## src/rtl/ddr2_trk_pkg.sv

```systemverilog
`timescale 1ns/1ps
package ddr2_trk_pkg;
  typedef enum logic [2:0] {
    CMD_MRS = 3'b000,
    CMD_REF = 3'b001,
    CMD_PRE = 3'b010,
    CMD_ACT = 3'b011,
    CMD_WR  = 3'b100,
    CMD_RD  = 3'b101,
    CMD_ILL = 3'b110,
    CMD_NOP = 3'b111
  } cmd_e;

  typedef enum logic [1:0] {
    PWR_ON     = 2'b00,
    PWR_PRE_PD = 2'b01,
    PWR_ACT_PD = 2'b10,
    PWR_SREF   = 2'b11
  } pwr_e;

  function automatic logic is_access(cmd_e c);
    return (c == CMD_RD) || (c == CMD_WR);
  endfunction
endpackage

```

## src/rtl/ddr2_cmd_decode.sv

```systemverilog
`timescale 1ns/1ps
module ddr2_cmd_decode
  import ddr2_trk_pkg::*;
(
  input  logic cs_n,
  input  logic ras_n,
  input  logic cas_n,
  input  logic we_n,
  output cmd_e cmd_raw,
  output logic selected,
  output logic legal,
  output logic illegal
);
  assign selected = !cs_n;
  assign cmd_raw  = cmd_e'({ras_n, cas_n, we_n});
  assign legal    = selected && (cmd_raw != CMD_NOP) && (cmd_raw != CMD_ILL);
  assign illegal  = selected && (cmd_raw == CMD_ILL);
endmodule

```

## src/rtl/ddr2_power_fsm.sv

```systemverilog
`timescale 1ns/1ps
module ddr2_power_fsm
  import ddr2_trk_pkg::*;
(
  input  logic       clk,
  input  logic       rst_n,
  input  logic       cke,
  input  logic       any_open,
  input  logic       sref_req,
  output logic [1:0] pwr_state,
  output logic       cmd_window
);
  pwr_e st_q, st_d;

  always_comb begin
    st_d = st_q;
    unique case (st_q)
      PWR_ON: begin
        if (!cke) begin
          if (sref_req && !any_open) st_d = PWR_SREF;
          else if (any_open)         st_d = PWR_ACT_PD;
          else                       st_d = PWR_PRE_PD;
        end
      end
      default: if (cke) st_d = PWR_ON;
    endcase
  end

  always_ff @(posedge clk) begin
    if (!rst_n) st_q <= PWR_ON;
    else        st_q <= st_d;
  end

  // self-refresh exit follows cke directly, power-down exit waits for the edge
  assign pwr_state  = (st_q == PWR_SREF && cke) ? PWR_ON : st_q;
  assign cmd_window = (st_q == PWR_ON) && cke;
endmodule

```

## src/rtl/ddr2_bank_tracker.sv

```systemverilog
`timescale 1ns/1ps
module ddr2_bank_tracker
  import ddr2_trk_pkg::*;
#(
  parameter int NBANK = 4,
  parameter int BA_W  = $clog2(NBANK)
) (
  input  logic             clk,
  input  logic             rst_n,
  input  logic             en,
  input  cmd_e             cmd,
  input  logic [BA_W-1:0]  ba,
  input  logic             ap,
  output logic [NBANK-1:0] open_map,
  output logic             viol_no_row,
  output logic             viol_row_open
);
  logic [NBANK-1:0] nxt;
  logic             sel_open;

  assign sel_open = open_map[ba];

  for (genvar g = 0; g < NBANK; g++) begin : g_bank
    localparam logic [BA_W-1:0] IDX = BA_W'(g);
    logic hit;
    assign hit = (ba == IDX);
    assign nxt[g] = !en                                  ? open_map[g] :
                    (cmd == CMD_ACT && hit)              ? 1'b1 :
                    (cmd == CMD_PRE && (ap || hit))      ? 1'b0 :
                    (is_access(cmd) && hit && ap)        ? 1'b0 :
                                                           open_map[g];
  end

  always_ff @(posedge clk) begin
    if (!rst_n) begin
      open_map      <= '0;
      viol_no_row   <= 1'b0;
      viol_row_open <= 1'b0;
    end else begin
      open_map      <= nxt;
      viol_no_row   <= en && is_access(cmd) && !sel_open;
      viol_row_open <= en && (cmd == CMD_ACT) && sel_open;
    end
  end
endmodule

```

## src/rtl/ddr2_cmd_tracker.sv

```systemverilog
`timescale 1ns/1ps
module ddr2_cmd_tracker
  import ddr2_trk_pkg::*;
#(
  parameter int ADDR_W  = 13,
  parameter int NBANK   = 4,
  parameter int AP_BIT  = 10,
  parameter int EMR_SEL = 1,
  parameter int TERM_LO = 2,
  parameter int TERM_HI = 6,
  localparam int BA_W   = $clog2(NBANK)
) (
  input  logic              clk,
  input  logic              rst_n,
  input  logic              cke,
  input  logic              cs_n,
  input  logic              ras_n,
  input  logic              cas_n,
  input  logic              we_n,
  input  logic [BA_W-1:0]   ba,
  input  logic [ADDR_W-1:0] addr,
  input  logic              odt_in,
  output logic              cmd_valid,
  output logic [2:0]        cmd_code,
  output logic [BA_W-1:0]   cmd_bank,
  output logic [ADDR_W-1:0] cmd_addr,
  output logic              cmd_ap,
  output logic [NBANK-1:0]  open_map,
  output logic [1:0]        pwr_state,
  output logic              odt_en,
  output logic              viol_no_row,
  output logic              viol_row_open,
  output logic              viol_illegal,
  output logic              viol_cke_access
);
  localparam logic [BA_W-1:0] EMR_BA = BA_W'(EMR_SEL);

  cmd_e cmd_raw;
  logic selected, legal, illegal, cmd_window, take, term_on;

  ddr2_cmd_decode u_dec (
    .cs_n(cs_n), .ras_n(ras_n), .cas_n(cas_n), .we_n(we_n),
    .cmd_raw(cmd_raw), .selected(selected), .legal(legal), .illegal(illegal)
  );

  ddr2_power_fsm u_pwr (
    .clk(clk), .rst_n(rst_n), .cke(cke),
    .any_open(|open_map),
    .sref_req(selected && cmd_raw == CMD_REF),
    .pwr_state(pwr_state), .cmd_window(cmd_window)
  );

  assign take = cmd_window && legal;

  ddr2_bank_tracker #(.NBANK(NBANK), .BA_W(BA_W)) u_banks (
    .clk(clk), .rst_n(rst_n), .en(take), .cmd(cmd_raw), .ba(ba),
    .ap(addr[AP_BIT]), .open_map(open_map),
    .viol_no_row(viol_no_row), .viol_row_open(viol_row_open)
  );

  always_ff @(posedge clk) begin
    if (!rst_n) begin
      cmd_valid       <= 1'b0;
      cmd_code        <= CMD_NOP;
      cmd_bank        <= '0;
      cmd_addr        <= '0;
      cmd_ap          <= 1'b0;
      viol_illegal    <= 1'b0;
      viol_cke_access <= 1'b0;
      term_on         <= 1'b0;
      odt_en          <= 1'b0;
    end else begin
      cmd_valid       <= take;
      viol_illegal    <= cmd_window && illegal;
      viol_cke_access <= selected && is_access(cmd_raw) && !cke &&
                         (pwr_state == PWR_ON);
      odt_en          <= odt_in && term_on;
      if (take) begin
        cmd_code <= cmd_raw;
        cmd_bank <= ba;
        cmd_addr <= addr;
        cmd_ap   <= is_access(cmd_raw) && addr[AP_BIT];
        if (cmd_raw == CMD_MRS && ba == EMR_BA)
          term_on <= addr[TERM_LO] || addr[TERM_HI];
      end
    end
  end
endmodule

```

## config.mk

```make
export PLATFORM = sky130hd
export DESIGN_NAME = ddr2_cmd_tracker
export DESIGN_NICKNAME = d
export VERILOG_FILES = /design/src/rtl/ddr2_trk_pkg.sv /design/src/rtl/ddr2_cmd_decode.sv /design/src/rtl/ddr2_power_fsm.sv /design/src/rtl/ddr2_bank_tracker.sv /design/src/rtl/ddr2_cmd_tracker.sv
export SDC_FILE = /design/constraint.sdc
export NUM_CORES = 1
export LEC_CHECK = 0
export CORE_UTILIZATION = 30
export CTS_CLUSTER_DIAMETER = 40
export CTS_CLUSTER_SIZE = 20
export DETAILED_ROUTE_END_ITERATION = 6
export DONT_BUFFER_PORTS = 1
export GPL_ROUTABILITY_DRIVEN = 0
export GPL_TIMING_DRIVEN = 0
export PLACE_DENSITY = 0.4
export SYNTH_ARGS = -nofsm -noshare
export SYNTH_HDL_FRONTEND = slang
export SYNTH_HIERARCHICAL = 1
export SYNTH_SLANG_ARGS = --single-unit
```

## constraint.sdc

```tcl
create_clock -name clk -period 1.81 [get_ports clk]
set_input_delay 0.362 -clock clk [delete_from_list [all_inputs] [get_ports clk]]
set_output_delay 0.362 -clock clk [all_outputs]
set_load 0.02 [all_outputs]
```

### Word-level counts from Yosys, hierarchy flattened

Cells that the tools add are included.

| word-level totals | value |
|---|---|
| register bits | 32 |
| RAM bits | 0 |
| memories | 0 |
| input port bits | 23 |
| bits in latches | 0 |
| output and inout bits | 31 |
| logic and storage cells | 111 |
| bits in read-only memories | 0 |

| cells by class | value |
|---|---|
| bitwise gates (word level) | 0 |
| shift-type cells | 0 |
| reduce and logical (&&, ||, !) cells | 61 |
| order comparisons | 1 |
| add/sub/neg operators | 0 |
| equal/unequal tests | 13 |
| muxes and demuxes | 20 |
| multipliers | 0 |
| div/mod/pow operators | 0 |

Operators by type and width:

| cell | count |
|---|---|
| logical AND 1 bit | 35 |
| 2-to-1 mux 1 bit | 13 |
| 2-to-1 mux 2 bit | 6 |
| AND reduction 2 bit | 6 |
| nonzero test 3 bit | 4 |
| == test 3 bit (second input constant) | 3 |
| == test 2 bit (second input constant) | 3 |
| == test 3 x 2 -> 1 bit (second input constant) | 2 |
| zero test 2 bit | 3 |
| logical OR 1 bit | 6 |
| != test 3 bit (second input constant) | 2 |
| zero test 1 bit | 4 |
| OR reduction 4 bit | 1 |
| == test 3 x 1 -> 1 bit (second input constant) | 1 |
| zero test 3 bit | 1 |
| less-than comparator 2 x 3 -> 1 bit (second input constant) | 1 |
| binary-select mux 1 bit (select 2 bit) | 1 |
| == test 2 x 1 -> 1 bit (second input constant) | 1 |
| != test 2 bit (second input constant) | 1 |
| nonzero test 2 bit | 1 |

### Longest topological paths before layout

| logic depth | value |
|---|---|
| depth after elaboration | 7 |
| depth in mapped cells | 7 |
| mapped depth without buffers | 6 |

### Hierarchy

Netlist, hierarchy kept.

By module, submodules not included:

| module | area an instance (um2) | instances | cells each |
|---|---|---|---|
| ddr2_cmd_tracker | 900.9 | 1 | 101 |
| ddr2_bank_tracker | 322.8 | 1 | 34 |
| ddr2_power_fsm | 105.1 | 1 | 10 |
| ddr2_cmd_decode | 43.8 | 1 | 6 |

### Least setup slack after synthesis

OpenSTA, ideal clock, no wires.

| path | value |
|---|---|
| path kind | in2reg |
| from | input cke |
| to | register u_banks.open_map[3] |
| path buffers | 1 |
| arrival | 1385 ps |
| slack | 362 ps |
| stages | 7 |
| cells stage by stage | nor3b_1 nand2_1 inv_2 buf_2 and4b_1 nand4_1 nand3_1 |

| between the ends | value |
|---|---|
| word-level cells in the longest chain between the ends | 3 |

Ends and longest elaborated chain:

| what | RTL line | RTL |
|---|---|---|
| start, declared | ddr2_cmd_tracker.sv:15 | `input logic cke,` |
| logical AND 1 bit | ddr2_power_fsm.sv:36 | `assign cmd_window = (st_q == PWR_ON) && cke;` |
| logical AND 1 bit | ddr2_cmd_tracker.sv:53 | `assign take = cmd_window && legal;` |
| via take | ddr2_cmd_tracker.sv:39 | `logic selected, legal, illegal, cmd_window, take, term_on;` |
| AND reduction 2 bit (no source line) | -- |  |
| end signal, assigned | ddr2_bank_tracker.sv:40 | `open_map <= nxt;` |
| end, declared | ddr2_bank_tracker.sv:14 | `output logic [NBANK-1:0] open_map,` |

The timed path passes the listed nets, and every way through them passes these cells.
A chain may end at the register's enable or synchronous reset.

### Worst setup path after layout

| path | value |
|---|---|
| from | register u_pwr.st_q[0] |
| to | output pwr_state[0] |

| between the ends | value |
|---|---|
| word-level cells in the longest chain between the ends | 3 |

Ends and longest elaborated chain:

| what | RTL line | RTL |
|---|---|---|
| start, declared | ddr2_power_fsm.sv:13 | `pwr_e st_q, st_d;` |
| start signal, assigned | ddr2_power_fsm.sv:31 | `else st_q <= st_d;` |
| == test 2 bit | ddr2_power_fsm.sv:35 | `assign pwr_state = (st_q == PWR_SREF && cke) ? PWR_ON : st_q;` |
| logical AND 1 bit | ddr2_power_fsm.sv:35 |  |
| 2-to-1 mux 2 bit (*) | ddr2_power_fsm.sv:35 |  |
| end, declared | ddr2_cmd_tracker.sv:29 | `output logic [1:0] pwr_state,` |

Mark *: on every way between the ends. The rest lies on a longest branch, timed or not.

==> results.txt <==
Counting cells, the worst reg-to-reg path comes to 6. The remaining global-route overflow is 0. The largest net degree at the start of global routing is 14. IR analysis of the VDD net gives a maximum drop of 271 uV. The number of iterations in the first detailed-routing pass is 4. The reported net switching power is 0.362 mW. The final-stage net count came out at 180. The number of global-route vias before repair came out at 1188. The cell with the largest stage delay on the worst path is a21boi_0. For this design, the CTS-stage hold fixing added 0 buffers. The met1 routing resource usage after global routing came out at 18.3%.

TritonCTS built the clock tree. The number of antenna diodes in the final layout is 0. The quantity of I/O buffers inserted on ports is 0.

The number of antenna violations at the first check in global routing was 0. The path class of the tightest hold or removal check is in2reg. Buffers added to address setup during post-CTS repair amount to 0. The combinational power share came out at 7.9%. The post-synth design cell area came out at 0.00137 mm2. The path with the worst hold slack has its endpoint at u_pwr/st_q[1]$_SDFFE_PN0P_. The final number of setup-violating endpoints came out at 0. The number of fill cells in the layout is 459. The TritonCTS sink count came out at 32.

The clock slew seen by the registers of the worst setup and hold paths came out at 0.07 ns. In this run the core area contains 24 standard-cell rows. In the synthesized netlist the dominant register cell turns out to be dfxtp_1. The final-layout setup total negative slack is 0 ns. For this run, the slowest stage of the critical path takes 0.64 ns. The largest delay contributor family on the critical path is compound AO/OA/AOI/OAI gates. The global-route wire length before repair came out at 5.53 mm. The worst register-to-register path ends at u_banks/open_map[2]$_SDFFE_PN0P_. The floorplan step defined a die boundary enclosing 0.00485 mm2.

The synthesized net count came out at 174. The leakage power came out at 0.585 nW. The power density over the cells came out at 922 mW/mm2. In this run the tightest slew margin relative to its limit is 49.3%. Summed over all layers, the routed wires come to 3.37 mm. The residual DRC count is 0. The max-slew violation count came out at 0. The internal power of the cells totals 1.04 mW.

The minimum clock period after layout is 1.68 ns. Once detailed placement completed, the half-perimeter wirelength came to 2.27 mm. The part of the cycle the worst path needs is 93.0%. The core region is 0.00438 mm2.

After routing the design area is 0.00152 mm2. The number of clock buffers added by TritonCTS is 5. The synthesized flop and latch total is 32.

Across the routed clock network, the largest skew measured is 0.00685 ns. Along the worst hold path, the cell count comes to 1. The flow ran to the end, and the final reports show no timing, DRC or antenna violations. The met2 routing resource usage after global routing is 22.2%. The floorplan step set the die width to 69.6 um. The mean cell area of the mapped netlist came out at 9.09 um2. After synthesis, flip-flops and latches occupy 46.7% of the total area.

The starting density of the core came out at 31.3%. The most heavily used metal layer in global routing is met2. The path type of the worst setup path is reg2out. The measured slew at the worst slew-check pin is 0.754 ns.

The number of H-tree levels is 2. The register share of total power is 55.2%. The number of enable flip-flop cells after synthesis came out at 0. During I/O placement, the number of pins put on the boundary was 54. The area after detailed placement is 0.00144 mm2. The proportion of power drawn by the clock network came out at 36.9%.

The global routing usage summed across all routing layers came out at 14.8%. The total vias in the final route is 1144. Clock tree synthesis selected as its root buffer the cell clkbuf_8. The register-to-register setup slack is 0.20 ns. The violation count after the first detailed-route iteration is 87. The critical path data required time came out at 1.45 ns.

The number of endpoints with negative hold slack in the final report came out at 0. Yosys printed 6 warnings. The upper clock frequency limit is 0.594 GHz. Setup repair after global routing left no endpoint under its margin. The worst register-to-register path begins at u_pwr/st_q[1]$_SDFFE_PN0P_.

The combined buffer and inverter count along the critical path is 0. The clock tree buffer depth came out at 2. The ratio of cells with drive above 1 in the final layout is 14.0%.

Max-cap violations in this run came to 0. The cell type with the largest total area after synthesis is dfxtp_1. The critical path goes through a21boi_0. The area added between synthesis and finish is 10.5%. The routed length per placed instance came out at 16.1 um. In this run the remaining antenna-violating nets after routing total 0. Yosys attributes the largest share of cell area to dfxtp_1 (47%), nand2_1 (11%), a21boi_0 (6.0%).

The data arrival time of the worst path is 1.32 ns. In the synthesized netlist the async set-or-reset flop fraction comes to 0%. STA classifies the critical path startpoint as a register. Once layout is complete, the utilization of the core stands at 34.6%. The number of unique standard cell types used by synthesis is 32. The worst setup path is captured at an output port. The switching fraction of total power is 25.9%. The launch point of the worst hold path is cke. The via-per-instance ratio is 5.47.

The number of cells produced by synthesis came out at 151. The fraction of synthesized cell area taken by the top area cell type came out at 46.7%. The worst-skew pair later-pin latency is 0.28 ns. Along the worst path, the maximum fanout reaches 5. The met3 track utilization from global routing came out at 6.69%. From bottom edge to top edge, the die measures 69.6 um.
placed cells by master (no fill, tap or decap), types with 2 or more instances in the layout:
| cell type | synthesis | final |
|---|---|---|
| buf_4 | 5 | 5 |
| nand4bb_1 | 2 | 2 |
| buf_2 | 3 | 2 |
| a21boi_0 | 11 | 10 |
| and3_1 | 4 | 4 |
| nand3_1 | 9 | 9 |
| o2111ai_1 | 3 | 3 |
| dfxtp_1 | 32 | 32 |
| clkbuf_1 | 1 | 2 |
| clkbuf_8 | 0 | 5 |
| inv_1 | 3 | 3 |
| and4bb_2 | 2 | 2 |
| nor2_1 | 2 | 2 |
| nand4_1 | 7 | 7 |
| nand4b_1 | 5 | 5 |
| nand2_1 | 39 | 39 |
| a21boi_1 | 7 | 8 |
repair_timing:
| action | 4_1_cts | 5_1_grt |
|---|---|---|
| gates resized for setup | 1 | 2 |
| endpoints found under the setup margin | 4 | 6 |
| hold endpoints to repair | 0 | 0 |
cell families (layout without fill, tap and decap cells):
kind of cell / count (synthesis) / in the layout / share of synthesized area, %
flip-flops: 32 / 32 / 46.7
multiplexers: 2 / 2 / 2.37
AO/OA/AOI/OAI: 24 / 24 / 13.0
buffers and inverters: 14 / 20 / 6.02
AND/OR/NAND/NOR: 79 / 79 / 31.9
flip-flops by register name (all words and copies together), names as in the netlist, 2 cells and up:
register / flops
cmd_bank: 2
cmd_addr: 13
cmd_code: 3
u_banks/open_map: 4
u_pwr/st_q: 2
layer usage:
layer / share of wire (%) / up-vias
li1: - / 546
met1: 44 / 536
met2: 44 / 56
met3: 10 / 6
met4: 1.7 / 0
met5: 0 / -
power by group through the flow:
stage | sequential [mW] | clock [mW] | combinational, mW
after floorplan | 0.782 | 0 | 0.0900
after global placement | 0.787 | 0 | 0.108
after detailed placement | 0.787 | 0 | 0.111
after CTS | 0.771 | 0.540 | 0.112
after global routing | 0.775 | 0.560 | 0.126
final | 0.771 | 0.517 | 0.110
final cells by class:
type	instances	area, um2	share of cell area (%)
Buffer	9	62.6	4.13
Clock buffer	6	72.6	4.79
Clock inverter	1	5.00	0.330
Inverter	4	15.0	0.990
Multi-Input combinational cell	105	656	43.2
Sequential cell	32	641	42.2
Tap cell	52	65.1	4.29
Yosys cell counts (all sizes together) (2+ instances only):
| master | n |
|---|---|
| nand2 | 39 |
| dfxtp | 32 |
| a21boi | 18 |
| buf | 9 |
| nand3 | 9 |
| nand4 | 7 |
| nand4b | 5 |
| and3 | 4 |
| inv | 4 |
| o2111ai | 3 |
| and4bb | 2 |
| nand4bb | 2 |
| nor2 | 2 |
| nor4 | 2 |
per-stage QoR:
step	power [mW]	hold slack, ns	std cells	setup slack (ns)
final	1.40	0.145	209	0.126
after floorplan	0.872	0.433	151	0.362
after CTS	1.42	0.135	210	0.0550
after global placement	0.895	0.435	203	0.0198
after global routing	1.46	0.137	209	0.0191
after detailed placement	0.898	0.437	203	0.00102
worst register-to-register path, cell delays in order (launching register included):
cell	delay [ns]
dfxtp_1	0.37
nor3b_2	0.26
nand2_1	0.13
inv_2	0.23
and4b_2	0.34
nand4_1	0.12
nand3_1	0.09
worst max path at each step:
stage          depth (start not counted)                        from  slack (ns)                          endpoint
2_1_floorplan                          7                         cke        0.36  u_banks/open_map[3]$_SDFFE_PN0P_
3_3_place_gp                           7                         cke        0.02  u_banks/open_map[1]$_SDFFE_PN0P_
3_5_place_dp                           7                         cke       0.001  u_banks/open_map[2]$_SDFFE_PN0P_
4_1_cts                                1  u_pwr/st_q[1]$_SDFFE_PN0P_        0.05                      pwr_state[1]
5_1_grt                                1  u_pwr/st_q[0]$_SDFFE_PN0P_        0.02                      pwr_state[0]
6_report                               1  u_pwr/st_q[0]$_SDFFE_PN0P_        0.13                      pwr_state[0]
Power figures use the tool's default switching activity.
